[config.mk]
export PLATFORM = sky130hd
export DESIGN_NAME = split_frame_tx
export DESIGN_NICKNAME = d
export VERILOG_FILES = /design/src/rtl/sfx_pkg.sv /design/src/rtl/sfx_baud.sv /design/src/rtl/sfx_serial.sv /design/src/rtl/sfx_seq.sv /design/src/rtl/split_frame_tx.sv
export SDC_FILE = /design/constraint.sdc
export NUM_CORES = 1
export LEC_CHECK = 0
export ABC_CLOCK_PERIOD_IN_PS = 3070
export CORE_MARGIN = 2
export CORE_UTILIZATION = 56
export CTS_CLUSTER_SIZE = 10
export DETAILED_ROUTE_END_ITERATION = 10
export PLACE_DENSITY = 0.87
export SLEW_MARGIN = 5
export SYNTH_ARGS = -nofsm -noshare
export SYNTH_HDL_FRONTEND = slang
export SYNTH_SLANG_ARGS = --single-unit
[constraint.sdc]
create_clock -name clk -period 3.07 [get_ports clk]
set_clock_uncertainty 0.2 [all_clocks]
set_input_delay 0.614 -clock clk [delete_from_list [all_inputs] [get_ports clk]]
set_output_delay 0.614 -clock clk [all_outputs]
set_load 0.03 [all_outputs]
[src/rtl/sfx_pkg.sv]
package sfx_pkg;
  localparam int BYTE_W      = 8;
  localparam int HALF_W      = 6;
  localparam int TAG_W       = 2;
  localparam int SAMPLE_W    = 2 * HALF_W;
  localparam int LINE_BITS   = BYTE_W + 2;
  localparam int FRAME_BYTES = 6;
  localparam int IDX_W       = $clog2(LINE_BITS);

  localparam logic [TAG_W-1:0]  TAG_LOW  = 2'b01;
  localparam logic [TAG_W-1:0]  TAG_HIGH = 2'b10;
  localparam logic [BYTE_W-1:0] PAD_BYTE = 8'hFF;

  typedef logic [BYTE_W-1:0]   byte_t;
  typedef logic [SAMPLE_W-1:0] sample_t;
  typedef logic [IDX_W-1:0]    bidx_t;

  typedef enum logic [2:0] {
    SL_PAD0 = 3'd0,
    SL_LOW  = 3'd1,
    SL_PAD1 = 3'd2,
    SL_HIGH = 3'd3,
    SL_PAD2 = 3'd4,
    SL_SUM  = 3'd5
  } slot_e;

  function automatic byte_t low_byte(sample_t s);
    return {TAG_LOW, s[HALF_W-1:0]};
  endfunction

  function automatic byte_t high_byte(sample_t s);
    return {TAG_HIGH, s[SAMPLE_W-1:HALF_W]};
  endfunction

  function automatic byte_t sum_byte(sample_t s);
    return low_byte(s) + high_byte(s);
  endfunction

  function automatic byte_t slot_byte(slot_e sl, sample_t s);
    case (sl)
      SL_LOW:  return low_byte(s);
      SL_HIGH: return high_byte(s);
      SL_SUM:  return sum_byte(s);
      default: return PAD_BYTE;
    endcase
  endfunction

  // bit 0 is the start bit, the last index the stop bit, data in between LSB first
  function automatic logic line_bit(byte_t b, bidx_t idx);
    if (idx == '0) return 1'b0;
    if (idx == bidx_t'(LINE_BITS - 1)) return 1'b1;
    return b[3'(idx - bidx_t'(1))];
  endfunction
endpackage

[src/rtl/sfx_baud.sv]
module sfx_baud #(
  parameter int DIV = 128
) (
  input  logic clk,
  input  logic rst_n,
  input  logic run,
  output logic tick
);
  localparam int CW = (DIV > 1) ? $clog2(DIV) : 1;
  localparam logic [CW-1:0] LAST = CW'(DIV - 1);

  logic [CW-1:0] cnt;

  always_ff @(posedge clk) begin
    if (!rst_n) begin
      cnt <= '0;
    end else if (!run) begin
      cnt <= '0;
    end else if (cnt == LAST) begin
      cnt <= '0;
    end else begin
      cnt <= cnt + 1'b1;
    end
  end

  assign tick = run && (cnt == LAST);
endmodule

[src/rtl/sfx_serial.sv]
module sfx_serial
  import sfx_pkg::*;
(
  input  logic  clk,
  input  logic  rst_n,
  input  logic  load,
  input  logic  run,
  input  logic  tick,
  input  byte_t byte_in,
  output logic  txd,
  output logic  byte_end,
  output bidx_t bit_idx
);
  localparam bidx_t IDX_LAST = bidx_t'(LINE_BITS - 1);

  always_ff @(posedge clk) begin
    if (!rst_n) begin
      bit_idx <= '0;
    end else if (load) begin
      bit_idx <= '0;
    end else if (tick) begin
      bit_idx <= (bit_idx == IDX_LAST) ? '0 : bit_idx + 1'b1;
    end
  end

  assign byte_end = tick && (bit_idx == IDX_LAST);
  assign txd      = run ? line_bit(byte_in, bit_idx) : 1'b1;
endmodule

[src/rtl/sfx_seq.sv]
module sfx_seq
  import sfx_pkg::*;
(
  input  logic    clk,
  input  logic    rst_n,
  input  logic    strobe,
  input  sample_t sample_in,
  input  logic    byte_end,
  output logic    busy,
  output logic    done,
  output slot_e   slot,
  output sample_t sample_q,
  output logic    accept,
  output logic    frame_end,
  output byte_t   cur_byte
);
  assign accept    = strobe && !busy;
  assign frame_end = byte_end && (slot == SL_SUM);

  always_ff @(posedge clk) begin
    if (!rst_n) begin
      busy     <= 1'b0;
      done     <= 1'b0;
      slot     <= SL_PAD0;
      sample_q <= '0;
    end else begin
      done <= frame_end;
      if (accept) begin
        busy     <= 1'b1;
        slot     <= SL_PAD0;
        sample_q <= sample_in;
      end else if (frame_end) begin
        busy <= 1'b0;
        slot <= SL_PAD0;
      end else if (byte_end) begin
        slot <= slot_e'(slot + 3'd1);
      end
    end
  end

  assign cur_byte = slot_byte(slot, sample_q);
endmodule

[src/rtl/split_frame_tx.sv]
module split_frame_tx
  import sfx_pkg::*;
#(
  parameter int CLK_DIV = 128
) (
  input  logic                clk,
  input  logic                rst_n,
  input  logic                smp_valid,
  input  logic [SAMPLE_W-1:0] smp_data,
  output logic                txd,
  output logic                busy,
  output logic                done
);
  logic    bit_tick;
  logic    byte_end;
  logic    frame_end;
  logic    accept;
  slot_e   slot;
  sample_t sample_q;
  byte_t   cur_byte;
  bidx_t   bit_idx;

  sfx_baud #(.DIV(CLK_DIV)) u_baud (
    .clk  (clk),
    .rst_n(rst_n),
    .run  (busy),
    .tick (bit_tick)
  );

  sfx_serial u_serial (
    .clk     (clk),
    .rst_n   (rst_n),
    .load    (accept),
    .run     (busy),
    .tick    (bit_tick),
    .byte_in (cur_byte),
    .txd     (txd),
    .byte_end(byte_end),
    .bit_idx (bit_idx)
  );

  sfx_seq u_seq (
    .clk      (clk),
    .rst_n    (rst_n),
    .strobe   (smp_valid),
    .sample_in(smp_data),
    .byte_end (byte_end),
    .busy     (busy),
    .done     (done),
    .slot     (slot),
    .sample_q (sample_q),
    .accept   (accept),
    .frame_end(frame_end),
    .cur_byte (cur_byte)
  );
endmodule

==> run_results.csv, run 1 <==
group,metric,value,unit
status,status,"finished, violations left",
status,violations,"negative setup slack",
cells_and_area,drive_gt1_share,24.41,%
clock_network,cts_tree,"yes",
timing,max_freq,0.3001,GHz
setup_path,crit_path_start_kind,"flop",
min_path,min_path_cells,1,
die,die_w,59.11,um
die,core,2829,um2
timing,period_needed,3.332,ns
clock_network,numCtsBuffers,3,
setup_path,slowest_delay,0.40,ns
yosys,ys_async_sr_fraction,0,%
die,row_count,19,
yosys,ys_ff_latch,28,
yosys,synthDistinctLibCells,45,
drt,post-route-drc-count,0,
clock_network,clk_path_buf_depth,2,
timing,hold_viol,0,
clock_network,clockRootBuffer,"clkbuf_4",
power_and_ir_drop,leakage,0.8830,nW
setup_path,reg2reg_depth,7,
cells_and_area,final_area,2256,um2
grt,grt_max_degree,18,
min_path,hp-class,"flop to flop",
setup_path,worstPathArrival,2.52,ns
place,dp.final_hpwl,3.223,mm
timing,setup_slack,-0.2624,ns
timing,finalCritPeriodShare,108.5,%
setup_path,crit_path_end_kind,"output pin",
yosys,synth_top_flop_cell,"dfxtp_1",
power_and_ir_drop,ir_drop,589.3,uV
cells_and_area,multiInputGateArea,1136,um2
timing,rsz0062_at_grt,"yes",
yosys,synth_area_leader_cell,"dfxtp_1",
yosys,synth.most_common_cell,"nand2_1",
timing,worst_pin_slew,0.5996,ns
grt,grt_antenna_before_repair,0,
clock_network,clock-sinks,28,
drt,ant_nets,0,
setup_path,critPathKind,"flop to output pin",
setup_path,cpLargestDelayFamily,"compound AO/OA/AOI/OAI gates",
drt,vias,1785,
cells_and_area,finalNetCount,286,
yosys,yosys_warnings,0,
setup_path,regToRegSetupSlack,1.03,ns
cells_and_area,final_cells,285,
drt,wirelength,4.847,mm
place,port_buffers,17,
timing,slew-limit-headroom,59.90,%
die,die_y,59.11,um
timing,slew_violations,0,
grt,grt_pass1_vias,1724,
setup_path,crit_required,2.26,ns
die,die_area,3493,um2
cells_and_area,num_antenna_cells,0,
clock_network,holdBufCountCts,0,
power_and_ir_drop,powerDensity,331.0,nW/um2
min_path,min_from,"u_baud.cnt[0]$_SDFF_PP0_",
timing,setup_violations,1,
drt,drt_iter0_markers,147,
cells_and_area,finish.utilization,79.74,%
yosys,synth_top_area_share,32.97,%
place,dp.cells,278,
place,gp_congestion,0.9691,
grt,grt_overflow,0,
cells_and_area,seq_area,564.3,um2
place,post_dp_cell_area,2116,um2
yosys,synth_common_cells,"nand2_1, dfxtp_1, nor2_1",
yosys,yosysSeqAreaShare,32.97,%
setup_path,timing.rr.start,"u_baud.cnt[0]$_SDFF_PP0_",
setup_path,cp_max_fo,2,
yosys,synth-edff-count,0,
yosys,synth_nets,236,
grt,grt_util_all_layers,28.88,%
clock_network,clk_latency,0.34,ns
min_path,hold_end,"u_baud.cnt[0]$_SDFF_PP0_",
setup_path,worstPathCellList,"ha_4 > inv_2 > fa_2 > nand2b_4 > buf_6 > a21oi_2 > nor2_1 > o31ai_2 > a311oi_2 > o211ai_1 > buf_4",
drt,dr.pass1.iters,7,
yosys,synthCells,205,
drt,routedWlPerCell,17.01,um
die,start_util,60.11,%
setup_path,r2r_end,"u_serial.bit_idx[1]$_SDFFE_PP0P_",
yosys,netlist_area,1700,um2
clock_network,htreeDepth,1,
place,dp_slack,-0.4052,ns
setup_path,cp_num_buf_inv,3,
die,io_pins,18,
cells_and_area,n_fill_cell,169,
grt,grt_pass1_wl,7.693,mm
power_and_ir_drop,power,0.7468,mW
cells_and_area,area_growth,32.67,%
drt,vias_per_cell,6.263,
job,cap_violations,0,
clock_network,clk_pin_slew,0.16,ns
yosys,ys_top_cells_by_area,"dfxtp_1, ha_1, nand2_1, a21boi_0, nor2_1",
setup_path,cp_slowest_cell,"dfxtp_2",
yosys,syn_avg_cell_area,8.295,um2
[stage by stage]
step | hold WS, ns | TNS [ns]
after CTS | 0.2618 | -0.2340
after global routing | 0.2859 | -0.2649
after floorplan | 0.2132 | 0
final | 0.2560 | -0.2624
after detailed placement | 0.2368 | -0.4052
after global placement | 0.2260 | -0.3062
[cells by family (layout without fill, tap and decap cells)]
family,Yosys count,after routing,share of synthesized area [%]
simple gates,84,84,23.33
xor+xnor,9,9,4.635
buf+inv,16,65,3.753
mux,4,4,2.428
compound gates,48,48,20.68
fa+ha+maj,16,16,12.21
flops,28,28,32.97
[cells in the final DEF (no fill, tap or decap), types with 2 or more instances in the layout]
cell              n
nand2_1          37
buf_4            34
dfxtp_1          25
nor2_1           24
clkdlybuf4s50_1  16
ha_1             13
a21boi_0         12
inv_1             9
o21ai_0           8
xnor2_1           5
nand3_1           5
xor2_1            4
o211ai_1          3
a21oi_1           3
mux2i_1           3
and3_1            3
clkbuf_4          3
dfxtp_2           3
a221oi_2          2
nor3_1            2
[area by class of cell]
cell class | instances | share of cell area, %
inverter | 10 | 1.664
clock inverter | 1 | 1.331
multi-input combinational | 161 | 50.36
timing repair buffer | 51 | 18.91
tap | 31 | 1.719
sequential | 28 | 25.01
clock buffer | 3 | 0.9983
[per-layer routing]
layer	routed length [um]	track usage [%]	up-vias	share of wire (%)
met5	0	0	-	0
met4	266	14.61	0	5.5
met3	393	4.367	44	8.1
met2	2260	49.05	122	47
met1	1926	35.27	807	40
li1	-	-	812	-
[sequential cells by signal, indices dropped and copies added, names as in the netlist]
signal,cells
u_baud.cnt,7
u_seq.slot,3
u_serial.bit_idx,4
u_seq.sample_q,12
u_seq.busy,1
u_seq.done,1
[timing repair]
action                                  4_1_cts  5_1_grt
setup buffers                                 3        0
pin swaps                                     7        8
resized for setup                            15       10
endpoints found under the setup margin        1        1
[worst max path at each step]
stage,from,endpoint,slack (ns),cells past startpoint
finish,u_seq.sample_q[6]$_SDFFE_PN0P_,txd,-0.26,11
global route,u_seq.sample_q[0]$_SDFFE_PN0P_,txd,-0.26,10
CTS,u_seq.sample_q[6]$_SDFFE_PN0P_,txd,-0.23,10
detailed placement,u_seq.sample_q[0]$_SDFFE_PN0P_,txd,-0.41,10
global placement,u_seq.sample_q[0]$_SDFFE_PN0P_,txd,-0.31,10
floorplan,u_seq.sample_q[0]$_SDFFE_PN0P_,txd,0.12,9
[report_power, final]
part / leakage (nW) / switching (mW) / internal, mW / total [mW]
clock network: 0.0279 / 0.119 / 0.132 / 0.251
logic: 0.626 / 0.0573 / 0.0539 / 0.111
registers: 0.229 / 0.00939 / 0.375 / 0.384
(Power assumes the default switching activity.)
==> run 2, diff against run 1 <==
--- a/config.mk
+++ b/config.mk
@@ -10,6 +10,7 @@
 export CORE_UTILIZATION = 56
 export CTS_CLUSTER_SIZE = 10
 export DETAILED_ROUTE_END_ITERATION = 10
+export MAX_ROUTING_LAYER = met4
 export PLACE_DENSITY = 0.87
 export SLEW_MARGIN = 5
 export SYNTH_ARGS = -nofsm -noshare
==> run_results.csv, run 2 (same netlist as run 1, synthesis figures left out) <==
group,metric,value,unit
cells_and_area,final_common_cell,"nand2_1",
drt,wl_met1,1.967,mm
drt,routedWlPerCell,16.68,um
timing,rsz0062_at_grt,"yes",
drt,vias,1714,
setup_path,r2r_end,"u_serial.bit_idx[3]$_SDFFE_PP0P_",
clock_network,clockRootBuffer,"clkbuf_4",
grt,grt_max_degree,18,
clock_network,clk_latency,0.34,ns
timing,period_needed,3.293,ns
cells_and_area,n_fill_cell,166,
clock_network,htreeDepth,1,
place,dp.final_hpwl,3.137,mm
power_and_ir_drop,leakage,0.8819,nW
die,core,2829,um2
drt,wirelength,4.753,mm
grt,grt_antenna_before_repair,0,
drt,ant_nets,0,
drt,met3_length,349,um
power_and_ir_drop,intPower,0.5626,mW
clock_network,cts_tree,"yes",
job,cap_violations,0,
die,io_pins,18,
setup_path,regToRegSetupSlack,1.11,ns
setup_path,crit_path_start_kind,"flop",
timing,worst_pin_slew,0.5431,ns
timing,setup_violations,1,
power_and_ir_drop,powerDensity,330.8,nW/um2
die,row_count,19,
drt,wl_met2,2.284,mm
clock_network,clock-sinks,28,
setup_path,crit_start,"u_seq.sample_q[0]$_SDFFE_PN0P_",
place,port_buffers,17,
cells_and_area,multiInputGateArea,1120,um2
cells_and_area,drive_gt1_share,22.44,%
timing,hold_viol,0,
grt,grt_pass1_wl,7.300,mm
timing,slew_violations,0,
power_and_ir_drop,pwr-share-clk,32.9,%
cells_and_area,num_antenna_cells,0,
power_and_ir_drop,pwr-share-comb,15.3,%
place,post_dp_cell_area,2116,um2
drt,vias_per_cell,6.014,
die,die_y,59.11,um
power_and_ir_drop,ir_drop,266.6,uV
cells_and_area,final_cell_mix,"nand2_1, buf_4, dfxtp_1",
drt,drt_iter0_markers,172,
power_and_ir_drop,swShare,23.97,%
setup_path,crit_path_end_kind,"output pin",
cells_and_area,seq_area,565.5,um2
cells_and_area,final_area,2237,um2
clock_network,clk_pin_slew,0.15,ns
cells_and_area,area_growth,31.57,%
grt,grt_util_all_layers,28.36,%
place,gp_congestion,0.9924,
timing,max_freq,0.3036,GHz
cells_and_area,largest_reg_flops,12,
die,start_util,60.11,%
status,status,"finished, violations left",
status,violations,"negative setup slack",
power_and_ir_drop,p_sw,0.1773,mW
setup_path,timing.rr.start,"u_baud.cnt[0]$_SDFF_PP0_",
cells_and_area,top_regs,"u_seq.sample_q x12, u_baud.cnt x7, u_serial.bit_idx x4",
die,die_w,59.11,um
power_and_ir_drop,seq_power_share,51.9,%
drt,top_layer,"met4",
place,dp_slack,-0.3608,ns
die,die_area,3493,um2
min_path,hp-class,"flop to flop",
timing,finalHoldWorstSlack,0.2516,ns
setup_path,reg2reg_depth,7,
setup_path,crit_required,2.26,ns
clock_network,holdBufCountCts,0,
drt,post-route-drc-count,0,
timing,setup_slack,-0.2234,ns
timing,finalCritPeriodShare,107.3,%
clock_network,numCtsBuffers,3,
setup_path,worstPathArrival,2.48,ns
drt,dr.pass1.iters,5,
cells_and_area,finalNetCount,286,
setup_path,critPathKind,"flop to output pin",
grt,grt_pass1_vias,1585,
timing,slew-limit-headroom,63.71,%
grt,grt_overflow,0,
setup_path,cp-endpoint,"txd",
cells_and_area,largest_register,"u_seq.sample_q",
clock_network,clk_path_buf_depth,2,
setup_path,cp_max_fo,2,
-- run 2: cell counts in the layout (fill, tap and decap cells not counted) --
No cell type changed its count.
-- run 2: repair_timing --
| item | CTS | global route |
|---|---|---|
| pin swaps | 4 | 2 |
| gates resized for setup | 15 | 4 |
| setup buffers | 2 | 1 |
| hold endpoints to repair | 0 | 0 |
| setup endpoints to repair | 1 | 1 |
-- run 2: per-stage QoR --
stage                     util, %  setup TNS [ns]  power, mW  instances
after global routing        79.08         -0.3356     0.7723        285
final                       79.08         -0.2234     0.7400        285
after detailed placement    74.79         -0.3608     0.4913        278
after CTS                   78.11         -0.1806     0.7364        284
after global placement      74.79         -0.3049     0.4872        278
after floorplan                 -               0     0.4381        205
-- run 2: critical path: stages, from the launching register on --
cell      delay (ns)
dfxtp_4         0.40
ha_4            0.14
inv_2           0.03
fa_2            0.33
nand2b_4        0.16
a21oi_1         0.17
nor2_1          0.07
o31ai_1         0.32
a311oi_2        0.15
o211ai_1        0.19
buf_4           0.19
-- run 2: layout make-up --
cell class                      count  share of cell area [%]
Clock inverter                      1                   1.342
Sequential cell                    28                   25.28
Timing Repair Buffer               51                   18.90
Tap cell                           31                   1.734
Clock buffer                        3                   1.007
Multi-Input combinational cell    161                   50.06
Inverter                           10                   1.678
-- run 2: layer usage --
metal	vias to the layer above	GRT usage, %
met3	21	5.459
met4	0	12.66
met1	786	34.33
li1	814	-
met2	93	45.71
met5	-	-
-- run 2: power by group through the flow --
stage	Sequential, mW	Clock (mW)	Combinational (mW)
floorplan	0.392	0	0.0463
global placement	0.389	0	0.0978
detailed placement	0.390	0	0.101
CTS	0.383	0.246	0.107
global route	0.385	0.266	0.121
finish	0.384	0.243	0.113
-- run 2: how the worst min path moves through the flow --
stage	from	endpoint	slack, ns	cells after the start
detailed placement	u_baud.cnt[0]$_SDFF_PP0_	u_baud.cnt[0]$_SDFF_PP0_	0.23	1
finish	u_baud.cnt[0]$_SDFF_PP0_	u_baud.cnt[0]$_SDFF_PP0_	0.25	1
CTS	u_baud.cnt[0]$_SDFF_PP0_	u_baud.cnt[0]$_SDFF_PP0_	0.25	1
global placement	u_baud.cnt[0]$_SDFF_PP0_	u_baud.cnt[0]$_SDFF_PP0_	0.23	1
floorplan	u_baud.cnt[0]$_SDFF_PP0_	u_baud.cnt[0]$_SDFF_PP0_	0.21	1
global route	u_baud.cnt[0]$_SDFF_PP0_	u_baud.cnt[0]$_SDFF_PP0_	0.27	1
